<file path="config.mk">
export PLATFORM = sky130hd
export DESIGN_NAME = itv_timer
export DESIGN_NICKNAME = d
export VERILOG_FILES = /design/src/rtl/itv_pkg.sv /design/src/rtl/itv_prescale.sv /design/src/rtl/itv_counter.sv /design/src/rtl/itv_regs.sv /design/src/rtl/itv_timer.sv
export SDC_FILE = /design/constraint.sdc
export NUM_CORES = 1
export LEC_CHECK = 0
export BUFFER_PORTS_ARGS = -buffer_cell sky130_fd_sc_hd__buf_2
export CAP_MARGIN = 0
export CORE_AREA = 3 3 86 88
export CTS_BUF_LIST = sky130_fd_sc_hd__clkbuf_4 sky130_fd_sc_hd__clkbuf_8 sky130_fd_sc_hd__clkbuf_16
export CTS_CLUSTER_DIAMETER = 30
export DETAILED_ROUTE_END_ITERATION = 10
export DIE_AREA = 0 0 89 91
export PLACE_DENSITY = 0.82
export SETUP_SLACK_MARGIN = 0.02
export SYNTH_ARGS = -nofsm -noshare
export SYNTH_HDL_FRONTEND = slang
export SYNTH_SLANG_ARGS = --single-unit
export TNS_END_PERCENT = 10
</file>
<file path="constraint.sdc">
create_clock -name clk -period 3.5 [get_ports clk]
set_input_delay 0.35 -clock clk [delete_from_list [all_inputs] [get_ports clk]]
set_output_delay 0.35 -clock clk [all_outputs]
set_load 0.1 [all_outputs]
</file>
<file path="src/rtl/itv_pkg.sv">
package itv_pkg;

    localparam int FULL_W   = 22;
    localparam int NARROW_W = 19;
    localparam int BYTE_W   = 8;
    localparam int ADDR_W   = 3;
    localparam int GROUP_W  = 6;

    typedef logic [FULL_W-1:0] itv_count_t;
    typedef logic [BYTE_W-1:0] itv_byte_t;

    typedef enum logic [ADDR_W-1:0] {
        A_LAT0 = 3'd0,
        A_LAT1 = 3'd1,
        A_LAT2 = 3'd2,
        A_LAT3 = 3'd3,
        A_CTRL = 3'd4
    } itv_addr_e;

    // bit 1 = interrupt enable, bit 0 = count enable
    typedef struct packed {
        logic irq_en;
        logic cnt_en;
    } itv_ctrl_t;

    typedef enum logic {
        ST_IDLE = 1'b0,
        ST_RUN  = 1'b1
    } itv_state_e;

    // One 6-bit count group in read layout: bit 6 = group msb, bit 5 = 0
    function automatic itv_byte_t pack_group(logic [GROUP_W-1:0] g);
        return {1'b0, g[5], 1'b0, g[4:0]};
    endfunction

    function automatic itv_byte_t pack_byte(itv_count_t c, logic [1:0] sel);
        itv_byte_t b;
        case (sel)
            2'd0:    b = pack_group(c[5:0]);
            2'd1:    b = pack_group(c[11:6]);
            2'd2:    b = pack_group(c[17:12]);
            default: b = {4'b0000, c[21:18]};
        endcase
        return b;
    endfunction

endpackage

</file>
<file path="src/rtl/itv_prescale.sv">
module itv_prescale (
    input  logic clk,
    input  logic rst,
    input  logic fast_strap,
    output logic tick
);
    logic phase_q;

    always_ff @(posedge clk) begin
        if (rst) phase_q <= 1'b0;
        else     phase_q <= ~phase_q;
    end

    assign tick = ~fast_strap | phase_q;


    strap_half_chk: assert property (@(posedge clk) disable iff (rst)
        (fast_strap && tick) |=> (!fast_strap || !tick));


    slow_every_chk: assert property (@(posedge clk) disable iff (rst)
        !fast_strap |-> tick);

endmodule

</file>
<file path="src/rtl/itv_counter.sv">
module itv_counter
    import itv_pkg::*;
#(
    parameter int CNT_W = FULL_W
) (
    input  logic             clk,
    input  logic             rst,
    input  logic             cnt_en,
    input  logic             tick,
    input  logic [CNT_W-1:0] reload,
    output logic [CNT_W-1:0] count,
    output logic             wrap
);
    itv_state_e       st_q;
    logic [CNT_W-1:0] cnt_q;
    logic [CNT_W-1:0] term_q;

    assign wrap  = (st_q == ST_RUN) && cnt_en && tick && (cnt_q == term_q);
    assign count = cnt_q;

    always_ff @(posedge clk) begin
        if (rst) begin
            st_q   <= ST_IDLE;
            cnt_q  <= '0;
            term_q <= '0;
        end else if (!cnt_en) begin
            st_q  <= ST_IDLE;
            cnt_q <= '0;
        end else if (st_q == ST_IDLE) begin
            st_q   <= ST_RUN;
            term_q <= reload;
        end else if (tick) begin
            cnt_q <= wrap ? '0 : cnt_q + 1'b1;
        end
    end


    hold_zero_chk: assert property (@(posedge clk) disable iff (rst)
        !cnt_en |=> (count == '0));


    step_chk: assert property (@(posedge clk) disable iff (rst)
        ((st_q == ST_RUN) && cnt_en && tick && !wrap) |=> (count == $past(count) + 1'b1));


    wrap_zero_chk: assert property (@(posedge clk) disable iff (rst)
        wrap |=> (count == '0));


    term_stable_chk: assert property (@(posedge clk) disable iff (rst)
        ((st_q == ST_RUN) && cnt_en) |=> $stable(term_q));


    bound_chk: assert property (@(posedge clk) disable iff (rst)
        (st_q == ST_RUN) |-> (count <= term_q));

endmodule

</file>
<file path="src/rtl/itv_regs.sv">
module itv_regs
    import itv_pkg::*;
#(
    parameter int CNT_W = FULL_W
) (
    input  logic              clk,
    input  logic              rst,
    input  logic [ADDR_W-1:0] bus_addr,
    input  logic              bus_wr,
    input  logic              bus_rd,
    input  logic [BYTE_W-1:0] bus_wdata,
    input  logic [CNT_W-1:0]  count,
    input  logic              wrap,
    output itv_ctrl_t         ctrl,
    output logic [CNT_W-1:0]  reload,
    output logic [BYTE_W-1:0] bus_rdata,
    output logic              irq
);
    itv_ctrl_t        ctrl_q, ctrl_n;
    logic [CNT_W-1:0] reload_q;
    itv_count_t       reload_full;
    itv_count_t       count_full;
    itv_count_t       snap_q, snap_n;
    itv_byte_t        rdata_q, rdata_n;
    logic             irq_q, irq_n;
    itv_addr_e        addr;

    assign addr       = itv_addr_e'(bus_addr);
    assign count_full = itv_count_t'(count);

    // write path
    always_comb begin
        reload_full = itv_count_t'(reload_q);
        ctrl_n      = ctrl_q;
        if (bus_wr) begin
            case (addr)
                A_LAT0:  reload_full[7:0]   = bus_wdata;
                A_LAT1:  reload_full[15:8]  = bus_wdata;
                A_LAT2:  reload_full[21:16] = bus_wdata[5:0];
                A_CTRL:  ctrl_n             = itv_ctrl_t'(bus_wdata[1:0]);
                default: ;
            endcase
        end
    end

    // read path
    always_comb begin
        snap_n  = snap_q;
        rdata_n = rdata_q;
        if (bus_rd) begin
            case (addr)
                A_LAT0: begin
                    snap_n  = count_full;
                    rdata_n = pack_byte(count_full, 2'd0);
                end
                A_LAT1:  rdata_n = pack_byte(snap_q, 2'd1);
                A_LAT2:  rdata_n = pack_byte(snap_q, 2'd2);
                A_LAT3:  rdata_n = pack_byte(snap_q, 2'd3);
                A_CTRL:  rdata_n = {6'b000000, ctrl_q};
                default: rdata_n = '0;
            endcase
        end
    end

    // interrupt: clearing enable wins over a same-cycle wrap
    assign irq_n = ctrl_n.irq_en & (irq_q | (wrap & ctrl_q.irq_en));

    always_ff @(posedge clk) begin
        if (rst) begin
            ctrl_q   <= '0;
            reload_q <= '0;
            snap_q   <= '0;
            rdata_q  <= '0;
            irq_q    <= 1'b0;
        end else begin
            ctrl_q   <= ctrl_n;
            reload_q <= reload_full[CNT_W-1:0];
            snap_q   <= snap_n;
            rdata_q  <= rdata_n;
            irq_q    <= irq_n;
        end
    end

    assign ctrl      = ctrl_q;
    assign reload    = reload_q;
    assign bus_rdata = rdata_q;
    assign irq       = irq_q;


    irq_gated_chk: assert property (@(posedge clk) disable iff (rst)
        !ctrl_q.irq_en |-> !irq);


    irq_raise_chk: assert property (@(posedge clk) disable iff (rst)
        (wrap && ctrl_q.irq_en && !(bus_wr && addr == A_CTRL)) |=> irq);


    snap_take_chk: assert property (@(posedge clk) disable iff (rst)
        (bus_rd && addr == A_LAT0) |=> (snap_q == itv_count_t'($past(count))));


    rdata_hold_chk: assert property (@(posedge clk) disable iff (rst)
        !bus_rd |=> $stable(bus_rdata));


    ctrl_pad_chk: assert property (@(posedge clk) disable iff (rst)
        (bus_rd && addr == A_CTRL) |=> (bus_rdata[7:2] == 6'b000000));

endmodule

</file>
<file path="src/rtl/itv_timer.sv">
module itv_timer
    import itv_pkg::*;
#(
    parameter bit NARROW_CNT = 1'b0
) (
    input  logic       clk,
    input  logic       rst,
    input  logic       fast_strap,
    input  logic [2:0] bus_addr,
    input  logic       bus_wr,
    input  logic       bus_rd,
    input  logic [7:0] bus_wdata,
    output logic [7:0] bus_rdata,
    output logic       irq
);
    localparam int CNT_W = NARROW_CNT ? NARROW_W : FULL_W;

    logic             tick;
    logic             wrap;
    itv_ctrl_t        ctrl;
    logic [CNT_W-1:0] reload;
    logic [CNT_W-1:0] count;

    itv_prescale u_pre (
        .clk        (clk),
        .rst        (rst),
        .fast_strap (fast_strap),
        .tick       (tick)
    );

    itv_counter #(.CNT_W(CNT_W)) u_cnt (
        .clk    (clk),
        .rst    (rst),
        .cnt_en (ctrl.cnt_en),
        .tick   (tick),
        .reload (reload),
        .count  (count),
        .wrap   (wrap)
    );

    itv_regs #(.CNT_W(CNT_W)) u_regs (
        .clk       (clk),
        .rst       (rst),
        .bus_addr  (bus_addr),
        .bus_wr    (bus_wr),
        .bus_rd    (bus_rd),
        .bus_wdata (bus_wdata),
        .count     (count),
        .wrap      (wrap),
        .ctrl      (ctrl),
        .reload    (reload),
        .bus_rdata (bus_rdata),
        .irq       (irq)
    );


    reset_quiet_chk: assert property (@(posedge clk)
        rst |=> (!irq && bus_rdata == 8'h00));

endmodule

</file>
==> results.sh <==
export IMPL_drv_cap=0
export IMPL_slowest_stage="o31ai_4"
export IMPL_hpwl_um=6170
export IMPL_ys_seq_elements=93
export IMPL_via_per_inst=5.70
export IMPL_dp_cells=542
export IMPL_synth_compound_area_share_pct=8.79
export IMPL_muxShareOfSynthArea_pct=6.83
export IMPL_critPathArrivalTime_ns=2.57
export IMPL_via_count=3178
export IMPL_initial_core_util_pct=58.9
export IMPL_cts_resized=0
export IMPL_ys_types=38
export IMPL_routedWlPerCell_um=15.6
export IMPL_synth_avg_cell_area_um2=8.55
export IMPL_grtUsageTotal_pct=23.0
export IMPL_synthXorXnorAreaFrac_pct=9.51
export IMPL_ios=25
export IMPL_synth_top_family_by_area="simple AND/OR/NAND/NOR gates"
export IMPL_cts_root_buf="clkbuf_8"
export IMPL_p_total_w=0.00195
export IMPL_ys_top_cells_by_count="nand2_1 (102), dfxtp_1 (93), a21oi_1 (52)"
export IMPL_fp_row_count=30
export IMPL_synthDominantCellAreaShare_pct=47.0
export IMPL_hold_viol=0
export IMPL_synthSimpleGateAreaFrac_pct=23.5
export IMPL_fin_crit_ns=2.35
export IMPL_fin_worst_skew_ns=0.0102
export IMPL_clk_insertion_delay_late_ns=0.36
export IMPL_syn_inst=463
export IMPL_min_path_type="in2reg"
export IMPL_setup_tns_final_ns=0
export IMPL_drc=0
export IMPL_timing_rr_end="u_cnt.count[13]"
export IMPL_drv_slew=0
export IMPL_rsz0062_at_grt="false"
export IMPL_vdd_drop_max_v=0.000349
export IMPL_max_slew_margin_pct=19.7
export IMPL_fin_crit_sh_pct=67.1
export IMPL_die_h_um=91
export IMPL_gp_congestion=0.952
export IMPL_dieArea_um2=8100
export IMPL_status="complete, no violations"
export IMPL_worstPathMaxFanout=22
export IMPL_synth_fa_ha_area_share_pct=0.316
export IMPL_holdCritStartpoint="bus_wdata[7]"
export IMPL_insertedDiodeCount=0
export IMPL_grt_pass1_vias=2990
export IMPL_yosys_warnings=0
export IMPL_grt_antenna_before_repair=0
export IMPL_critPathRequiredTime_ns=3.72
export IMPL_setup_worst_path_end_class="flop"
export IMPL_crit_path_cell_trace="xnor2_1 > nand4_1 > or4_4 > o31ai_4 > nor2_1"
export IMPL_rr_startpoint="u_cnt.count[2]"
export IMPL_path_clk_slew_ns=0.09
export IMPL_clock_path_buffers=2
export IMPL_p_leak_nw=1.36
export IMPL_core_um2=6720
export IMPL_startpoint_type="flop"
export IMPL_cts_tree="yes"
export IMPL_grt_ovfl_total=0
export IMPL_synth_top_cell_by_area="dfxtp_1"
export IMPL_reg2reg_depth=5
export IMPL_max_slew_worst_pin_slew_ns=1.20
export IMPL_fin_nets=490
export IMPL_h_tree_depth=3
export IMPL_firstDrtPassIters=5
export IMPL_min_delay_path_depth=3
export IMPL_drt_iter0_markers=225
export IMPL_dieWidth_um=89
export IMPL_routed_wl_um=8680
export IMPL_hold_end="u_regs.reload[7]"
export IMPL_syn_to_final_growth_pct=8.60
export IMPL_cts_buffers=9
export IMPL_fmax_mhz=426
export IMPL_rrSetupSlack_ns=1.15
export IMPL_cts_sinks=93
export IMPL_cts_setup_buffers=0
export IMPL_holdBufCountCts=0
export IMPL_finalSetupViolations=0
export IMPL_grt_max_degree=71
export IMPL_drive_gt1_share_pct=11.1
export IMPL_worstSetupPathType="reg2reg"
export IMPL_slowest_delay_ns=0.78
export IMPL_grt_pass1_wl_um=14400
export IMPL_io_buffers=22
export IMPL_ant_nets=0
export IMPL_ys_seq_area_share_pct=47.0
export IMPL_synth_area_top_cells="dfxtp_1 (47%), nand2_1 (9.7%), xnor2_1 (7.5%)"
export IMPL_power_density_nw_per_um2=454
export IMPL_synth_edf_count=0
export IMPL_syn_area_um2=3960
export IMPL_yosysMostFrequentCell="nand2_1"
export IMPL_synth_ff_type="dfxtp_1"
export IMPL_synth_async_reset_ratio_pct=0
export IMPL_final_cells=558
-- worst max-delay path by stage --
stage                    startpoint  cells after the start              end
floorplan           u_cnt.count[13]                      6  u_cnt.count[15]
detailed placement  u_cnt.count[13]                      5  u_cnt.count[13]
finish               u_cnt.count[2]                      5  u_cnt.count[13]
CTS                 u_cnt.count[13]                      5  u_cnt.count[13]
global placement    u_cnt.count[12]                      5   u_cnt.count[4]
global route        u_cnt.count[13]                      5  u_cnt.count[10]
-- power breakdown --
part | leakage, nW | switching, W | internal (W)
sequential | 0.750 | 0.00000525 | 0.00107
combinational | 0.504 | 0.0000657 | 0.0000236
clock | 0.107 | 0.000378 | 0.000415
total | 1.36 | 0.000449 | 0.00150
-- metrics by stage --
step	hold slack [ns]	worst slack [ns]	cell area (µm²)	utilization, %
5_1_grt	0.240	0.946	4300	64.0
4_1_cts	0.222	1.15	4300	64.0
6_report	0.235	1.15	4300	64.0
3_3_place_gp	0.440	1.18	4080	60.7
3_5_place_dp	0.445	1.16	4080	60.7
2_1_floorplan	0.413	1.70	3960	-
-- registers in the layout, indices dropped and copies added, names as in the netlist --
register          count
u_regs.reload        22
u_regs.bus_rdata      6
u_cnt.term_q         22
u_cnt.count          22
u_regs.ctrl           2
u_regs.snap_q        16
u_cnt.st_q            1
u_regs.irq            1
u_pre.phase_q         1
-- routing by layer --
metal	GRT usage (%)	up-vias	share of wire, %
li1	-	1561	-
met1	30.3	1482	44
met2	34.8	108	47
met3	6.90	27	6.2
met4	9.55	0	3.0
met5	0	-	0
-- layout make-up --
type | count | area [µm²]
Clock inverter | 6 | 92.6
Fill cell | 559 | 2420
Timing Repair Buffer | 25 | 133
Sequential cell | 93 | 1860
Tap cell | 80 | 100
Inverter | 7 | 26.3
Clock buffer | 10 | 131
Multi-Input combinational cell | 337 | 1950
-- cell usage in the layout, fill, tap and decap left out, drive strengths merged --
cell      count
nor2b         8
nor2         51
o21a          1
ha            1
and3          2
o2111ai       1
a21oi        52
a211oi        1
bufinv        2
mux2i        18
nor3          5
nor4b         2
nor4          6
conb          2
or3           1
dfxtp        93
o21ai         2
or4           1
nor4bb        2
clkbuf       10
clkinvlp      2
xnor2        34
o31ai         1
a311oi        2
inv           9
nand2       102
buf          25
mux4          4
nand2b        2
a2111oi       1
and2          1
xor2          9
or2           1
nand3        11
nand3b        2
nand4        11
-- critical path, delay by kind of cell, from the launching register on --
| family | cells | cell delay (ns) |
|---|---|---|
| DFF | 1 | 0.45 |
| AOI/OAI and AO/OA | 1 | 0.78 |
| and+or+nand+nor | 3 | 0.83 |
| xor gates and xnor gates | 1 | 0.15 |
-- kinds of logic after synthesis --
group / after synthesis
other: 1
buffers and inverters: 34
and+or+nand+nor: 208
adders and majority gates: 1
muxes: 22
AOI/OAI and AO/OA: 61
DFF: 93
xor gates and xnor gates: 43
Power figures use the tool's default switching activity.
